===== src/rtl/uart_baud_tx_pkg.sv =====
package uart_baud_tx_pkg;

    localparam int unsigned BYTE_W = 8;
    localparam int unsigned CNT_W  = 4;

    typedef enum logic [2:0] {
        TX_IDLE,
        TX_ALIGN,
        TX_START,
        TX_DATA,
        TX_PARITY,
        TX_STOP
    } tx_state_e;

    typedef struct packed {
        logic [CNT_W-1:0] nbits;
        logic             par_en;
        logic             par_odd;
        logic             two_stop;
    } frame_fmt_t;

    function automatic frame_fmt_t decode_fmt(input logic [7:0] mode);
        frame_fmt_t f;
        unique case (mode[2:1])
            2'd3:    f.nbits = 4'd6;
            2'd2:    f.nbits = 4'd7;
            default: f.nbits = 4'd8;
        endcase
        f.par_en   = (mode[5:3] == 3'd0) || (mode[5:3] == 3'd1);
        f.par_odd  = (mode[5:3] == 3'd1);
        f.two_stop = (mode[7:6] != 2'd3);
        return f;
    endfunction

endpackage


===== src/rtl/uart_div_regs.sv =====
module uart_div_regs #(
    parameter int unsigned CFG_W      = 32,
    parameter int unsigned DIV_W      = 16,
    parameter int unsigned BDIV_W     = 8,
    parameter int unsigned MIN_BDIV   = 4,
    parameter int unsigned RST_CLKDIV = 16'h028B,
    parameter int unsigned RST_BITDIV = 8'h0F
) (
    input  logic              clk,
    input  logic              rst_n,
    input  logic              clkdiv_we,
    input  logic              bitdiv_we,
    input  logic              mode_we,
    input  logic [CFG_W-1:0]  cfg_wdata,
    output logic [DIV_W-1:0]  clk_div,
    output logic [BDIV_W-1:0] bit_div,
    output logic [7:0]        mode,
    output logic              reload
);

    logic clk_ok;
    logic bit_ok;
    logic sel_flip;

    // Rejection looks at the whole written value, not the kept slice.
    assign clk_ok   = clkdiv_we && (cfg_wdata != '0);
    assign bit_ok   = bitdiv_we && (cfg_wdata >= CFG_W'(MIN_BDIV));
    assign sel_flip = mode_we && (cfg_wdata[0] != mode[0]);

    always_ff @(posedge clk or negedge rst_n) begin
        if (!rst_n) begin
            clk_div <= DIV_W'(RST_CLKDIV);
            bit_div <= BDIV_W'(RST_BITDIV);
            mode    <= '0;
            reload  <= 1'b0;
        end else begin
            if (clk_ok) clk_div <= cfg_wdata[DIV_W-1:0];
            if (bit_ok) bit_div <= cfg_wdata[BDIV_W-1:0];
            if (mode_we) mode   <= cfg_wdata[7:0];
            reload <= clk_ok || bit_ok || sel_flip;
        end
    end

endmodule


===== src/rtl/uart_tick_gen.sv =====
module uart_tick_gen #(
    parameter int unsigned DIV_W    = 16,
    parameter int unsigned BDIV_W   = 8,
    parameter int unsigned PRESCALE = 8
) (
    input  logic              clk,
    input  logic              rst_n,
    input  logic              reload,
    input  logic              pre_sel,
    input  logic [DIV_W-1:0]  clk_div,
    input  logic [BDIV_W-1:0] bit_div,
    output logic              bit_tick
);

    localparam int unsigned PRE_W = (PRESCALE > 1) ? $clog2(PRESCALE) : 1;

    logic              pre_en;
    logic              samp;
    logic [DIV_W-1:0]  clk_cnt;
    logic [DIV_W-1:0]  clk_last;
    logic [BDIV_W-1:0] bit_cnt;

    generate
        if (PRESCALE > 1) begin : g_pre
            logic [PRE_W-1:0] pre_cnt;
            always_ff @(posedge clk or negedge rst_n) begin
                if (!rst_n)       pre_cnt <= '0;
                else if (reload)  pre_cnt <= '0;
                else if (pre_sel) pre_cnt <= (pre_cnt == PRE_W'(PRESCALE - 1)) ? '0 : pre_cnt + 1'b1;
            end
            assign pre_en = !pre_sel || (pre_cnt == PRE_W'(PRESCALE - 1));
        end else begin : g_nopre
            assign pre_en = 1'b1;
        end
    endgenerate

    // A stored zero wraps to all ones here, giving the full 2^DIV_W span.
    assign clk_last = clk_div - {{(DIV_W-1){1'b0}}, 1'b1};
    assign samp     = !reload && pre_en && (clk_cnt == clk_last);
    assign bit_tick = samp && (bit_cnt == bit_div);

    always_ff @(posedge clk or negedge rst_n) begin
        if (!rst_n) begin
            clk_cnt <= '0;
            bit_cnt <= '0;
        end else if (reload) begin
            clk_cnt <= '0;
            bit_cnt <= '0;
        end else begin
            if (pre_en) clk_cnt <= samp ? '0 : clk_cnt + 1'b1;
            if (samp)   bit_cnt <= bit_tick ? '0 : bit_cnt + 1'b1;
        end
    end

endmodule


===== src/rtl/uart_tx_fsm.sv =====
module uart_tx_fsm
    import uart_baud_tx_pkg::*;
(
    input  logic              clk,
    input  logic              rst_n,
    input  logic              bit_tick,
    input  frame_fmt_t        fmt_in,
    input  logic              in_valid,
    input  logic [BYTE_W-1:0] in_data,
    output logic              in_ready,
    output logic              txd
);

    tx_state_e         state_q, state_d;
    frame_fmt_t        fmt_q;
    logic [BYTE_W-1:0] sh_q;
    logic [CNT_W-1:0]  cnt_q;
    logic              par_q;
    logic              accept;
    logic [BYTE_W-1:0] mask;
    logic [CNT_W-1:0]  last_bit;

    assign in_ready = (state_q == TX_IDLE);
    assign accept   = in_ready && in_valid;
    assign mask     = {BYTE_W{1'b1}} >> (CNT_W'(BYTE_W) - fmt_in.nbits);
    assign last_bit = fmt_q.nbits - 4'd1;

    // Next state
    always_comb begin
        state_d = state_q;
        unique case (state_q)
            TX_IDLE:   if (in_valid) state_d = TX_ALIGN;
            TX_ALIGN:  if (bit_tick) state_d = TX_START;
            TX_START:  if (bit_tick) state_d = TX_DATA;
            TX_DATA:
                if (bit_tick && cnt_q == last_bit)
                    state_d = fmt_q.par_en ? TX_PARITY : TX_STOP;
            TX_PARITY: if (bit_tick) state_d = TX_STOP;
            TX_STOP:
                if (bit_tick && !(fmt_q.two_stop && cnt_q == '0))
                    state_d = TX_IDLE;
            default:   state_d = TX_IDLE;
        endcase
    end

    // State register
    always_ff @(posedge clk or negedge rst_n) begin
        if (!rst_n) state_q <= TX_IDLE;
        else        state_q <= state_d;
    end

    // Frame datapath
    always_ff @(posedge clk or negedge rst_n) begin
        if (!rst_n) begin
            fmt_q <= '0;
            sh_q  <= '0;
            cnt_q <= '0;
            par_q <= 1'b0;
        end else begin
            if (accept) begin
                fmt_q <= fmt_in;
                sh_q  <= in_data & mask;
                par_q <= (^(in_data & mask)) ^ fmt_in.par_odd;
                cnt_q <= '0;
            end else if (bit_tick) begin
                unique case (state_q)
                    TX_DATA: begin
                        sh_q  <= sh_q >> 1;
                        cnt_q <= (cnt_q == last_bit) ? '0 : cnt_q + 1'b1;
                    end
                    TX_STOP: cnt_q <= cnt_q + 1'b1;
                    default: cnt_q <= cnt_q;
                endcase
            end
        end
    end

    // Line output
    always_comb begin
        unique case (state_q)
            TX_START:  txd = 1'b0;
            TX_DATA:   txd = sh_q[0];
            TX_PARITY: txd = par_q;
            default:   txd = 1'b1;
        endcase
    end

endmodule


===== src/rtl/uart_baud_tx.sv =====
module uart_baud_tx
    import uart_baud_tx_pkg::*;
#(
    parameter int unsigned CFG_W      = 32,
    parameter int unsigned DIV_W      = 16,
    parameter int unsigned BDIV_W     = 8,
    parameter int unsigned MIN_BDIV   = 4,
    parameter int unsigned PRESCALE   = 8,
    parameter int unsigned RST_CLKDIV = 16'h028B,
    parameter int unsigned RST_BITDIV = 8'h0F
) (
    input  logic             clk,
    input  logic             rst_n,
    input  logic             clkdiv_we,
    input  logic             bitdiv_we,
    input  logic             mode_we,
    input  logic [CFG_W-1:0] cfg_wdata,
    input  logic             in_valid,
    input  logic [7:0]       in_data,
    output logic             in_ready,
    output logic             txd,
    output logic             baud_tick
);

    logic [DIV_W-1:0]  clk_div_w;
    logic [BDIV_W-1:0] bit_div_w;
    logic [7:0]        mode_w;
    logic              reload_w;
    frame_fmt_t        fmt_w;

    assign fmt_w = decode_fmt(mode_w);

    uart_div_regs #(
        .CFG_W(CFG_W), .DIV_W(DIV_W), .BDIV_W(BDIV_W), .MIN_BDIV(MIN_BDIV),
        .RST_CLKDIV(RST_CLKDIV), .RST_BITDIV(RST_BITDIV)
    ) u_regs (
        .clk(clk), .rst_n(rst_n),
        .clkdiv_we(clkdiv_we), .bitdiv_we(bitdiv_we), .mode_we(mode_we),
        .cfg_wdata(cfg_wdata),
        .clk_div(clk_div_w), .bit_div(bit_div_w), .mode(mode_w), .reload(reload_w)
    );

    uart_tick_gen #(
        .DIV_W(DIV_W), .BDIV_W(BDIV_W), .PRESCALE(PRESCALE)
    ) u_tick (
        .clk(clk), .rst_n(rst_n), .reload(reload_w), .pre_sel(mode_w[0]),
        .clk_div(clk_div_w), .bit_div(bit_div_w), .bit_tick(baud_tick)
    );

    uart_tx_fsm u_fsm (
        .clk(clk), .rst_n(rst_n), .bit_tick(baud_tick), .fmt_in(fmt_w),
        .in_valid(in_valid), .in_data(in_data), .in_ready(in_ready), .txd(txd)
    );

endmodule


===== config.mk =====
export PLATFORM = sky130hd
export DESIGN_NAME = uart_baud_tx
export DESIGN_NICKNAME = d
export VERILOG_FILES = /design/src/rtl/uart_baud_tx_pkg.sv /design/src/rtl/uart_div_regs.sv /design/src/rtl/uart_tick_gen.sv /design/src/rtl/uart_tx_fsm.sv /design/src/rtl/uart_baud_tx.sv
export SDC_FILE = /design/constraint.sdc
export NUM_CORES = 1
export LEC_CHECK = 0
export ABC_CLOCK_PERIOD_IN_PS = 3670
export BUFFER_PORTS_ARGS = -buffer_cell sky130_fd_sc_hd__buf_2
export CORE_ASPECT_RATIO = 2
export CORE_UTILIZATION = 55
export DETAILED_ROUTE_END_ITERATION = 7
export PLACE_DENSITY = 0.77
export RECOVER_POWER = 25
export SYNTH_ARGS = -nofsm -noshare
export SYNTH_HDL_FRONTEND = slang
export SYNTH_HIERARCHICAL = 1
export SYNTH_SLANG_ARGS = --single-unit

===== constraint.sdc =====
create_clock -name clk -period 3.67 [get_ports clk]
set_clock_uncertainty 0.15 [all_clocks]
set_input_delay 0.1835 -clock clk [delete_from_list [all_inputs] [get_ports clk]]
set_output_delay 0.1835 -clock clk [all_outputs]
set_load 0.01 [all_outputs]

==> results.json <==
{
  "cp.required_ns": 3.73,
  "grt_pass1_wl_mm": 18.55,
  "failed_checks": "max-capacitance violations, max-slew violations",
  "report.final.setup_viol": 0,
  "fmax_mhz": 287.4,
  "gp_congestion": 0.9026,
  "pwr-share-comb_pct": 14.0,
  "drc": 0,
  "placed_area_sq_um": 5245,
  "die_x_um": 68.90,
  "timing.final.crit_share_pct": 94.82,
  "power.net_switching_uw": 606.0,
  "final-max-slew-violation-count": 83,
  "wl_mm": 12.02,
  "intPower_uw": 1563,
  "wl_per_cell_um": 18.18,
  "vias_per_cell": 6.041,
  "chipHeight_um": 135.8,
  "hold_class": "in -> reg",
  "dpl.hpwl_mm": 9.121,
  "synth_area_per_cell_sq_um": 9.867,
  "grt_pass1_vias": 4050,
  "clockBufferDepth": 2,
  "start_util_pct": 56.93,
  "grt_setup_unrepaired": "false",
  "slowest_stage": "nor4_4",
  "postCtsSetupBuffers": 0,
  "seqPwrFrac_pct": 46.3,
  "antennaDiodeCount": 0,
  "clock_latency_ns": 0.34,
  "startpoint_type": "register",
  "critPathCaptureType": "register",
  "clkSinkCount": 82,
  "pre_cts_slack_ns": 0.1584,
  "setup.worst_path.class": "reg -> reg",
  "numCtsBuffers": 9,
  "num_rows": 48,
  "final_area_sq_um": 5647,
  "core_sq_um": 8648,
  "synth.ff_latch_count": 82,
  "grt_max_degree": 83,
  "grt_overflow": 0,
  "power_density_nw_per_um2": 384.0,
  "met1_usage_pct": 25.40,
  "yosysWarningCount": 6,
  "num_vias": 3993,
  "synth_area_sq_um": 4923,
  "synth_cells": 499,
  "h-tree-depth": 3,
  "dr.pass1.iters": 5,
  "r2r_cells": 11,
  "p_clk_share_pct": 39.7,
  "crit_top_cell": "nand2_1",
  "slew_headroom_pct": -35.33,
  "final_hold_viol_count": 0,
  "syn_to_final_growth_pct": 14.69,
  "yosysUniqueCellTypes": 63,
  "worstPathCellList": "nor4_4 > nand2_1 > or3_1 > a311oi_1 > o21a_2 > and3b_2 > nand2_1 > a22oi_1 > o21ai_0 > mux2i_1 > a21oi_1",
  "use_met2_pct": 52.59,
  "ant_nets": 0,
  "grt_use_met3_pct": 4.377,
  "fin_crit_ns": 3.480,
  "ys_async_sr_fraction_pct": 100.0,
  "setup-tns-final_ns": 0,
  "whs_path_depth": 2,
  "drt_iter0_drc": 195,
  "yosys_most_used_dff": "dfrtp_1",
  "io_buffers": 48,
  "synth_seq_area_share_pct": 41.91,
  "layout-drive-gt1-share_pct": 21.93,
  "total_power_uw": 2169,
  "antenna_found_initial": 0,
  "ios": 49,
  "die_area_sq_um": 9357,
  "slowest_delay_ns": 0.49,
  "fin_ws_ns": 0.1901,
  "root_buffer": "clkbuf_16",
  "grtUsageTotal_pct": 27.29,
  "synth_edf_count": 0,
  "clkTransAtPathRegs_ns": 0.07,
  "ir_drop_mv": 0.3043,
  "cts_tree": "done",
  "maxCapViolations": 1,
  "power.leakage_uw": 0.002391,
  "swShare_pct": 27.94,
  "top_usage_layer": "met2",
  "path_max_fanout": 9,
  "worstPathArrival_ns": 3.54,
  "syn_nets": 556,
  "nNetsFinal": 613,
  "status": "complete, but fails checks",
  "tightest_slew_ns": 2.030
}
state kept, by name (all words and copies together) (netlist names):
| register | count |
|---|---|
| u_tick/clk_cnt | 16 |
| u_fsm/state_q | 3 |
| u_fsm/par_q | 1 |
| u_fsm/cnt_q | 4 |
| u_fsm/fmt_q | 6 |
| u_tick/bit_cnt | 8 |
| u_regs/bit_div | 8 |
| u_tick/g_pre.pre_cnt | 3 |
| u_regs/reload | 1 |
| u_fsm/sh_q | 8 |
| u_regs/clk_div | 16 |
| u_regs/mode | 8 |
power groups by stage:
stage	logic, uW	clock network, uW	registers, uW
after floorplan	200	0	999
after global placement	280	0	1020
after detailed placement	292	0	1020
after CTS	302	876	1000
after global routing	331	910	1010
final	303	861	1000
cell usage in the layout, fill, tap and decap left out, drive strengths merged, types with 15 or more instances in the layout:
master / Yosys / final
xnor2: 31 / 31
nand2: 43 / 43
nor2: 38 / 38
o21ai: 26 / 26
nand4: 15 / 15
nand3: 20 / 20
dfrtp: 73 / 73
mux2: 32 / 32
inv: 24 / 27
buf: 8 / 50
xor2: 23 / 23
per-stage QoR:
stage / hold WS (ns) / util [%] / cells
final: 0.009941 / 65.29 / 661
after global routing: 0.01481 / 65.29 / 661
after CTS: 0.004256 / 65.25 / 661
after detailed placement: 0.2736 / 60.65 / 634
after global placement: 0.2573 / 60.65 / 634
after floorplan: -0.2621 / - / 499
per-layer routing:
metal | up-vias | wire, um | share of wire, %
met5 | - | 0 | 0
met4 | 0 | 535 | 4.5
met3 | 38 | 276 | 2.3
met2 | 81 | 7056 | 59
met1 | 1975 | 4148 | 35
li1 | 1899 | - | -
final timing paths:
path,start,endpoint,slack [ns]
worst max-delay path,u_regs/clk_div[5]$_DFFE_PN0P_,u_fsm/state_q[0]$_DFFE_PN0P_,0.19
worst min-delay path,cfg_wdata[4],u_regs/clk_div[4]$_DFFE_PN0P_,0.01
max in group asynchronous,rst_n,u_tick/clk_cnt[14]$_DFFE_PN0P_,1.36
worst max register to register,u_regs/clk_div[5]$_DFFE_PN0P_,u_fsm/state_q[0]$_DFFE_PN0P_,0.19
worst min register to register,u_fsm/par_q$_DFFE_PN0P_,u_fsm/par_q$_DFFE_PN0P_,0.34
min in group asynchronous,rst_n,u_fsm/cnt_q[2]$_DFFE_PN0P_,0.79
cells by family after synthesis:
logic type / count (synthesis) / share of synthesized area, %
simple gates: 182 / 19.75
flops: 82 / 41.91
compound gates: 81 / 11.64
xor+xnor: 55 / 10.22
mux: 46 / 10.17
buf+inv: 42 / 3.532
fa+ha+maj: 11 / 2.795
final cells by class:
| cell class | instances | area (sq um) |
|---|---|---|
| Fill cell | 729 | 3002 |
| Multi-Input combinational cell | 375 | 2698 |
| Sequential cell | 82 | 2063 |
| Timing Repair Buffer | 64 | 382.9 |
| Clock buffer | 9 | 225.2 |
| Tap cell | 100 | 125.1 |
| Inverter | 24 | 90.09 |
| Clock inverter | 7 | 62.56 |
synth_stat cells (12+ instances only):
cell	number	area [sq um]
inv_1	24	90.09
xor2_1	23	201.4
nand2b_1	12	75.07
mux2i_1	14	140.1
dfrtp_1	73	1827
nor4_1	12	75.07
mux2_2	32	360.4
nand3_1	20	100.1
nand4_1	15	93.84
nor2_1	38	142.6
xnor2_1	30	262.8
o21ai_0	20	100.1
nand2_1	42	157.7
critical path, delay by kind of cell, from the launching register on:
family           cells  cell delay, ns
AO/OA/AOI/OAI        5            1.05
flip-flops           1            0.47
multiplexers         1            0.26
AND/OR/NAND/NOR      5            1.43
timing repair:
action / 4_1_cts / 5_1_grt
hold buffers: 11 / 0
hold endpoints to repair: 85 / 0
gates resized for setup: 0 / 5
endpoints found under the setup margin: 0 / 10
Power figures use the tool's default switching activity.
